==> config.mk <==
export PLATFORM = sky130hd
export DESIGN_NAME = lin_break_gen
export DESIGN_NICKNAME = d
export VERILOG_FILES = /design/src/rtl/lin_brk_pkg.sv /design/src/rtl/lin_brk_counter.sv /design/src/rtl/lin_brk_ctrl.sv /design/src/rtl/lin_brk_txguard.sv /design/src/rtl/lin_break_gen.sv
export SDC_FILE = /design/constraint.sdc
export NUM_CORES = 1
export LEC_CHECK = 0
export ABC_AREA = 1
export BUFFER_PORTS_ARGS = -buffer_cell sky130_fd_sc_hd__buf_2
export CAP_MARGIN = 20
export CORE_MARGIN = 5
export CORE_UTILIZATION = 40
export DETAILED_ROUTE_END_ITERATION = 10
export GPL_ROUTABILITY_DRIVEN = 0
export GPL_TIMING_DRIVEN = 1
export MAX_ROUTING_LAYER = met4
export PLACE_DENSITY_LB_ADDON = 0.25
export SLEW_MARGIN = 20
export SYNTH_ARGS = -nofsm -noshare
export SYNTH_HDL_FRONTEND = slang
export SYNTH_SLANG_ARGS = --single-unit
==> constraint.sdc <==
create_clock -name clk -period 1.3 [get_ports clk]
set_clock_uncertainty 0.15 [all_clocks]
set_input_delay 0.13 -clock clk [delete_from_list [all_inputs] [get_ports clk]]
set_output_delay 0.13 -clock clk [all_outputs]
set_load 0.01 [all_outputs]
==> src/rtl/lin_brk_pkg.sv <==
package lin_brk_pkg;

  typedef enum logic {
    BRK_IDLE = 1'b0,
    BRK_RUN  = 1'b1
  } brk_state_e;

  // ticks in the whole field (break plus delimiter)
  function automatic int unsigned field_ticks(input int unsigned os,
                                              input int unsigned low_bits,
                                              input int unsigned high_bits);
    return os * (low_bits + high_bits);
  endfunction

  // ticks during which the line is dominant
  function automatic int unsigned low_ticks(input int unsigned os,
                                            input int unsigned low_bits);
    return os * low_bits;
  endfunction

  // last counter value before the wrap
  function automatic int unsigned last_count(input int unsigned os,
                                             input int unsigned low_bits,
                                             input int unsigned high_bits);
    return field_ticks(os, low_bits, high_bits) - 1;
  endfunction

endpackage

==> src/rtl/lin_brk_counter.sv <==
module lin_brk_counter #(
  parameter int unsigned CNT_W  = 7,
  parameter int unsigned LAST   = 111,
  parameter int unsigned LOW_N  = 104
) (
  input  logic             clk,
  input  logic             rst_n,
  input  logic             clear_i,
  input  logic             run_i,
  input  logic             tick_i,
  output logic [CNT_W-1:0] cnt_o,
  output logic             low_end_o,
  output logic             last_hit_o
);

  localparam logic [CNT_W-1:0] LAST_V   = CNT_W'(LAST);
  localparam logic [CNT_W-1:0] LOW_PREV = CNT_W'(LOW_N - 1);

  logic [CNT_W-1:0] cnt_q;
  logic             step_w;

  assign step_w     = run_i && tick_i;
  assign last_hit_o = step_w && (cnt_q == LAST_V);
  assign low_end_o  = step_w && (cnt_q == LOW_PREV);
  assign cnt_o      = cnt_q;

  always_ff @(posedge clk or negedge rst_n) begin
    if (!rst_n) begin
      cnt_q <= '0;
    end else if (clear_i || last_hit_o) begin
      cnt_q <= '0;
    end else if (step_w) begin
      cnt_q <= cnt_q + CNT_W'(1);
    end
  end

  assert_step_on_tick_R3: assert property (@(posedge clk) disable iff (!rst_n)
    (run_i && tick_i && !clear_i && cnt_q != LAST_V) |=> (cnt_q == $past(cnt_q) + CNT_W'(1)));

  assert_hold_without_tick_R3: assert property (@(posedge clk) disable iff (!rst_n)
    (!tick_i && !clear_i) |=> $stable(cnt_q));

  assert_never_past_last_R6: assert property (@(posedge clk) disable iff (!rst_n)
    cnt_q <= LAST_V);

endmodule

==> src/rtl/lin_brk_ctrl.sv <==
module lin_brk_ctrl
  import lin_brk_pkg::*;
(
  input  logic clk,
  input  logic rst_n,
  input  logic start_i,
  input  logic bit_err_i,
  input  logic last_hit_i,
  output logic active_o,
  output logic accept_o,
  output logic abort_o,
  output logic finish_o,
  output logic done_o
);

  brk_state_e state_q;
  logic       done_q;

  assign active_o = (state_q == BRK_RUN);
  assign accept_o = !active_o && start_i;
  assign abort_o  = active_o && bit_err_i;
  assign finish_o = active_o && last_hit_i && !bit_err_i;
  assign done_o   = done_q;

  always_ff @(posedge clk or negedge rst_n) begin
    if (!rst_n) begin
      state_q <= BRK_IDLE;
      done_q  <= 1'b0;
    end else begin
      done_q <= finish_o;
      if (accept_o) begin
        state_q <= BRK_RUN;
      end else if (abort_o || finish_o) begin
        state_q <= BRK_IDLE;
      end
    end
  end

  assert_accept_runs_R2: assert property (@(posedge clk) disable iff (!rst_n)
    accept_o |=> active_o);

  assert_abort_quiet_R7: assert property (@(posedge clk) disable iff (!rst_n)
    (active_o && bit_err_i) |=> (!active_o && !done_o));

  assert_idle_err_inert_R9: assert property (@(posedge clk) disable iff (!rst_n)
    (!active_o && !start_i && bit_err_i) |=> (!active_o && !done_o));

  assert_done_single_R6: assert property (@(posedge clk) disable iff (!rst_n)
    done_o |=> !done_o);

endmodule

==> src/rtl/lin_brk_txguard.sv <==
module lin_brk_txguard (
  input  logic clk,
  input  logic rst_n,
  input  logic accept_i,
  input  logic low_end_i,
  input  logic release_i,
  output logic tx_o,
  output logic hold_o
);

  logic pull_q;
  logic hold_q;

  always_ff @(posedge clk or negedge rst_n) begin
    if (!rst_n) begin
      pull_q <= 1'b0;
      hold_q <= 1'b0;
    end else if (release_i) begin
      pull_q <= 1'b0;
      hold_q <= 1'b0;
    end else if (accept_i) begin
      pull_q <= 1'b1;
      hold_q <= 1'b0;
    end else if (low_end_i) begin
      pull_q <= 1'b0;
      hold_q <= 1'b1;
    end
  end

  assign tx_o   = hold_q || !pull_q;
  assign hold_o = hold_q;

  assert_hold_keeps_high_R5: assert property (@(posedge clk) disable iff (!rst_n)
    (hold_q && !release_i && !accept_i) |=> tx_o);

endmodule

==> src/rtl/lin_break_gen.sv <==
module lin_break_gen
  import lin_brk_pkg::*;
#(
  parameter int unsigned OVERSAMPLE = 8,
  parameter int unsigned LOW_BITS   = 13,
  parameter int unsigned HIGH_BITS  = 1
) (
  input  logic clk,
  input  logic rst_n,
  input  logic baud_tick_i,
  input  logic start_i,
  input  logic bit_err_i,
  output logic tx_o,
  output logic busy_o,
  output logic done_o
);

  localparam int unsigned FIELD_N = field_ticks(OVERSAMPLE, LOW_BITS, HIGH_BITS);
  localparam int unsigned LAST_N  = last_count(OVERSAMPLE, LOW_BITS, HIGH_BITS);
  localparam int unsigned LOW_N   = low_ticks(OVERSAMPLE, LOW_BITS);
  localparam int unsigned CNT_W   = $clog2(FIELD_N);

  logic             active_w;
  logic             accept_w;
  logic             abort_w;
  logic             finish_w;
  logic             last_hit_w;
  logic             low_end_w;
  logic             hold_w;
  logic [CNT_W-1:0] cnt_w;

  lin_brk_ctrl ctrl_i (
    .clk        (clk),
    .rst_n      (rst_n),
    .start_i    (start_i),
    .bit_err_i  (bit_err_i),
    .last_hit_i (last_hit_w),
    .active_o   (active_w),
    .accept_o   (accept_w),
    .abort_o    (abort_w),
    .finish_o   (finish_w),
    .done_o     (done_o)
  );

  lin_brk_counter #(
    .CNT_W (CNT_W),
    .LAST  (LAST_N),
    .LOW_N (LOW_N)
  ) cnt_i (
    .clk        (clk),
    .rst_n      (rst_n),
    .clear_i    (accept_w || abort_w),
    .run_i      (active_w),
    .tick_i     (baud_tick_i),
    .cnt_o      (cnt_w),
    .low_end_o  (low_end_w),
    .last_hit_o (last_hit_w)
  );

  lin_brk_txguard guard_i (
    .clk       (clk),
    .rst_n     (rst_n),
    .accept_i  (accept_w),
    .low_end_i (low_end_w),
    .release_i (abort_w || finish_w),
    .tx_o      (tx_o),
    .hold_o    (hold_w)
  );

  assign busy_o = active_w;

  assert_low_only_busy_R2: assert property (@(posedge clk) disable iff (!rst_n)
    !tx_o |-> busy_o);

  assert_no_fall_in_delim_R5: assert property (@(posedge clk) disable iff (!rst_n)
    (busy_o && tx_o) |=> tx_o);

  assert_done_released_R6: assert property (@(posedge clk) disable iff (!rst_n)
    done_o |-> (tx_o && !busy_o));

  assert_hold_past_low_R4: assert property (@(posedge clk) disable iff (!rst_n)
    (hold_w && busy_o) |-> (cnt_w >= CNT_W'(LOW_N)));

  assert_start_ignored_R8: assert property (@(posedge clk) disable iff (!rst_n)
    (busy_o && start_i && !bit_err_i && !last_hit_w) |=> busy_o);

endmodule

* Word-level counts from Yosys, hierarchy flattened
Index checks and enable logic that the tools add are counted.
W data, S select, Z words.
** Storage, ports and cells
- Word-level logic and storage cells :: 35
- Output and inout bits :: 3
- Flip-flop bits (word level) :: 11
- Input port bits :: 5
** Operators by class
- Eq/ne operators :: 2
- Add/sub/neg operators :: 1
- Reduce and logical (&&, ||, !) cells :: 17
- Mux-type cells :: 10
** Operator list (count)
- $eq A7 B7 Y1 const B :: 2
- $mux W7 :: 2
- $mux W1 :: 8
- $add A7 B1 Y7 const B :: 1
- $logic_and A1 B1 Y1 :: 7
- $logic_or A1 B1 Y1 :: 4
- $reduce_bool A2 Y1 :: 2
- $logic_not A1 Y1 :: 3
- $reduce_bool A3 Y1 :: 1

* Depth between registers and ports, before layout
- Depth after elaboration :: 7
- Depth in mapped cells :: 7
- Depth with buffers taken out :: 7

* By module
Synthesis repeated with hierarchy kept, for this count alone.
** Second synthesis, totals
- Cells, all modules :: 89
- Area total of the unflattened synthesis :: 628.1 um2
** By module, submodules not included
- lin_brk_counter :: seq. area each 175.2 um2, area an instance 422.9 um2, cells each 61, instances 1
- lin_brk_ctrl :: seq. area each 50.0 um2, area an instance 95.1 um2, cells each 13, instances 1
- lin_brk_txguard :: seq. area each 50.0 um2, area an instance 91.3 um2, cells each 10, instances 1
- lin_break_gen :: seq. area each 0.0 um2, area an instance 18.8 um2, cells each 5, instances 1

* Worst setup path before layout
No wires, ideal clock.
- Path kind :: reg2reg
- Start point :: register cnt_i.cnt_q[0], in the netlist cnt_i.cnt_o[0]
- End point :: register ctrl_i.state_q, in the netlist ctrl_i.active_o
- Stages on the path, launching flop included :: 7
- Setup slack :: 19 ps
- Clock period less this slack :: 1281 ps
- Buffers on the path :: 0
- Required time :: 1032 ps
- Data arrival time :: 1012 ps
- Library setup time :: 118 ps
- Cell sequence :: dfrtp_1 > ha_1 > nand3_1 > nor2_2 > nand2_2 > nand2_4 > o21ai_2
** Between the ends
- Cells in the longest elaborated chain, start to end :: 6
** Ends and longest elaborated chain
- start: declaration :: line lin_brk_counter.sv:19 : logic [CNT_W-1:0] cnt_q;
- start signal: assignment :: line lin_brk_counter.sv:33 : cnt_q <= cnt_q + CNT_W'(1);
- $eq A7 B7 Y1 :: line lin_brk_counter.sv:23 : assign last_hit_o = step_w && (cnt_q == LAST_V);
- $logic_and A1 B1 Y1 :: line lin_brk_counter.sv:23
- $logic_and A1 B1 Y1 (2 in series) :: line lin_brk_ctrl.sv:22 : assign finish_o = active_o && last_hit_i && !bit_err_i;
- $logic_or A1 B1 Y1 :: line lin_brk_ctrl.sv:33 : end else if (abort_o || finish_o) begin
- $reduce_bool A2 Y1 (no line)
- end signal: assignment :: line lin_brk_ctrl.sv:27 : state_q <= BRK_IDLE;
- end signal: assignment :: line lin_brk_ctrl.sv:32 : state_q <= BRK_RUN;
- end signal: assignment :: line lin_brk_ctrl.sv:34 : state_q <= BRK_IDLE;
- end: declaration :: line lin_brk_ctrl.sv:16 : brk_state_e state_q;
No other way between the ends.
A chain may end at the register's enable or synchronous reset.

* Worst setup path in the final report
Same ends and word-level chain as after synthesis.

==> impl_metrics.py <==
metrics = {
    "run_status": {
        "status": "finished with violations",
        "failed_checks": "setup timing",
    },
    "clocking": {
        "clkSinkCount": 11,
        "ctsLongestPathBuffers": 2,
        "cts_tree": "done",
        "clk_latency_ns": 0.27,
        "clk_root_buffer_cell": "clkbuf_4",
        "tritoncts.num_buffers": 3,
        "clk_transition_reported_paths_ns": 0.07,
        "cts.htree.levels": 1,
    },
    "detailed_routing": {
        "drt-vias-per-instance": 4.81,
        "aggregate_routed_wire_length_mm": 1.34,
        "drt_drc_violations_left": 0,
        "wl_per_cell_um": 12.3,
        "via_count": 524,
        "drt-pass1-iter-count": 4,
        "drtAntennaViolNets": 0,
        "drt_first_iter_violations": 9,
    },
    "synth": {
        "postSynth.asyncResetShare": 1.00,
        "ys_seq_elements": 11,
        "post_synthesis_average_cell_area_um2": 8.24,
        "synthCells": 70,
        "netlist.area_leader.share": 0.477,
        "ys_types": 15,
        "synth_seq_area_share": 0.477,
        "synthMostInstantiatedCell": "nand2_1",
        "netlist_top_cells_count": "15 x nand2_1, 11 x dfrtp_1, 11 x nor2_1",
        "synth.cell_area_um2": 577,
        "synthesis.yosys.warnings": 0,
        "yosys.area.top_type": "dfrtp_1",
        "synth_enable_flop_cells": 0,
        "synthFlopType": "dfrtp_1",
        "synth.top_cells.by_area": "dfrtp_1 48%, nand2_1 9.8%, nor2_1 7.2%",
        "synth_nets": 77,
    },
    "job": {
        "max_cap_viol_count": 0,
    },
    "floorplanning": {
        "placeableCoreArea_mm2": 0.00133,
        "initial_utilization": 0.432,
        "die-area_mm2": 0.00230,
        "die_width_um": 48.0,
        "num_io_pins": 8,
        "fp-row-count": 13,
        "floorplan.die.height_um": 48.0,
    },
    "final_layout": {
        "utilization": 0.661,
        "num-nets-final": 102,
        "final_cells": 109,
        "synthToLayoutAreaGrowth_pct": 52.9,
        "final_cell_area_um2": 882,
        "insertedDiodeCount": 0,
        "post_route_cells_drive_above_1_share": 0.489,
    },
    "worst_setup_path": {
        "cp.required_ns": 1.31,
        "timing.critical_path.buf_inv": 0,
        "timing.rr.start": "cnt_i.cnt_o[0]",
        "crit_path_max_incr_delay_ns": 0.41,
        "crit_path_max_fanout": 5,
        "crit_chain": "ha_2, nand3_2, nor2_4, nand2_4, nand2_8, o21ai_2",
        "path_class": "register to register",
        "end_kind": "register",
        "worst_path_dominant_cell_family": "simple AND/OR/NAND/NOR gates",
        "cp_slowest_cell": "dfrtp_1",
        "worst_r2r_path_depth": 6,
        "register_to_register_path_setup_slack_ns": -0.13,
        "timing.critical_path.arrival_ns": 1.43,
        "rr_endpoint": "ctrl_i.active_o",
        "critical_path_cell_count": 6,
        "timing.critical_path.from_type": "register",
    },
    "place": {
        "detailed_place.area_um2": 661,
        "placement.io_buffers": 7,
        "dp_hpwl_um": 845,
        "dp.cells": 96,
    },
    "sta": {
        "worst-slew-pin-transition_ns": 0.250,
        "rsz0062_at_grt": "yes",
        "finalHoldViolations": 0,
        "timing_max_transition_violations_final": 0,
        "fin_crit_ns": 1.43,
        "setup_viol_count_final": 11,
        "hold_slack_ns": 0.0987,
        "maxSlewHeadroom": 0.833,
        "post-route-worst-setup-slack_ns": -0.125,
        "max_freq_mhz": 702,
        "timing.final.crit_share": 1.10,
    },
    "grt": {
        "first_global_vias": 539,
        "grt_usage": 0.144,
        "grt.overflow.total": 0,
        "grt_antenna_before_repair": 0,
        "pin_count_of_the_biggest_net_entering_global_routing": 12,
        "grt_first_pass_wirelength_mm": 2.16,
    },
    "min_path": {
        "holdCritPathClass": "input pin to asynchronous set/reset pin",
    },
    "power_and_ir_drop": {
        "p_int_uw": 787,
        "netSwitchingFraction": 0.378,
        "clkPwrFrac": 0.184,
        "total_leakage_power_uw": 0.000427,
        "power.sequential.fraction": 0.360,
        "power.combinational.fraction": 0.456,
        "cellPowerDensity_mw_per_mm2": 1430,
        "fin_total_pwr_uw": 1260,
        "psw_uw": 477,
        "vdd_ir_max_uv": 1120,
    },
}
cells by family after synthesis:
group           count (synthesis)  synth area share
compound gates                  5            0.0499
xor+xnor                        4            0.0607
fa+ha+maj                       2            0.0434
buf+inv                         9            0.0607
flops                          11             0.477
simple gates                   39             0.308
worst max-delay path by stage:
stage                         from              end  slack [ns]
detailed placement  cnt_i.cnt_o[0]   guard_i.hold_o       -0.08
global route        cnt_i.cnt_o[0]  ctrl_i.active_o       -0.17
finish              cnt_i.cnt_o[0]  ctrl_i.active_o       -0.13
global placement    cnt_i.cnt_o[1]   guard_i.hold_o       -0.03
floorplan           cnt_i.cnt_o[0]  ctrl_i.active_o        0.02
CTS                 cnt_i.cnt_o[0]   guard_i.hold_o       -0.08
sequential cells by signal, indices dropped and copies added, names as in the netlist:
register,cells
guard_i.hold_o,1
ctrl_i.done_o,1
cnt_i.cnt_o,7
guard_i.pull_q,1
ctrl_i.active_o,1
repair_timing:
| item | 4_1_cts | 5_1_grt |
|---|---|---|
| hold buffers | 3 | 0 |
| pin swaps | 11 | 14 |
| gates cloned | 1 | 0 |
| gates resized for setup | 10 | 19 |
| endpoints found under the hold margin | 14 | 0 |
| buffers inserted | 4 | 1 |
| setup endpoints to repair | 11 | 12 |
power groups by stage:
stage / Clock [uW] / Sequential [uW] / Combinational [uW]
floorplan: 0 / 457 / 218
global placement: 0 / 452 / 329
detailed placement: 0 / 457 / 333
CTS: 241 / 450 / 460
global route: 259 / 463 / 626
finish: 233 / 455 / 577
worst register-to-register path, cell delays in order (launching register included):
cell and delay [ns]:
dfrtp_1 0.41, ha_2 0.23, nand3_2 0.10, nor2_4 0.15, nand2_4 0.11, nand2_8 0.11
o21ai_2 0.06
layout make-up:
cell class              instances  area, um2
fillers                       115        452
inverters                       9       35.0
clock buffers                   4       26.3
multi-input cells              51        383
well taps                      15       18.8
repair buffers                 19        143
flip-flops and latches         11        277
per-layer routing:
metal | vias up | global-route usage | share of wire
met1 | 246 | 0.154 | 0.42
met2 | 12 | 0.248 | 0.52
met3 | 2 | 0.0226 | 0.044
met5 | - | - | 0
li1 | 264 | - | -
met4 | 0 | 0.0806 | 0.011
placed cells by master (no fill, tap or decap), types with 2 or more instances in the layout:
| cell type | count |
|---|---|
| a21oi_1 | 3 |
| buf_2 | 6 |
| buf_4 | 8 |
| buf_6 | 2 |
| clkbuf_4 | 3 |
| dfrtp_1 | 10 |
| dlygate4sd3_1 | 3 |
| inv_1 | 7 |
| nand2_1 | 14 |
| nand2_2 | 2 |
| nand2_4 | 3 |
| nand3_1 | 2 |
| nand3_2 | 3 |
| nor2_1 | 4 |
| nor2_2 | 6 |
| nor2_4 | 3 |
| xor2_1 | 3 |
stage by stage:
step                TNS [ns]  setup slack [ns]
floorplan                  0            0.0195
global placement      -0.224           -0.0291
detailed placement    -0.666           -0.0850
CTS                   -0.645           -0.0813
global route           -1.60            -0.169
finish                -0.990            -0.125
(Power assumes the default switching activity.)
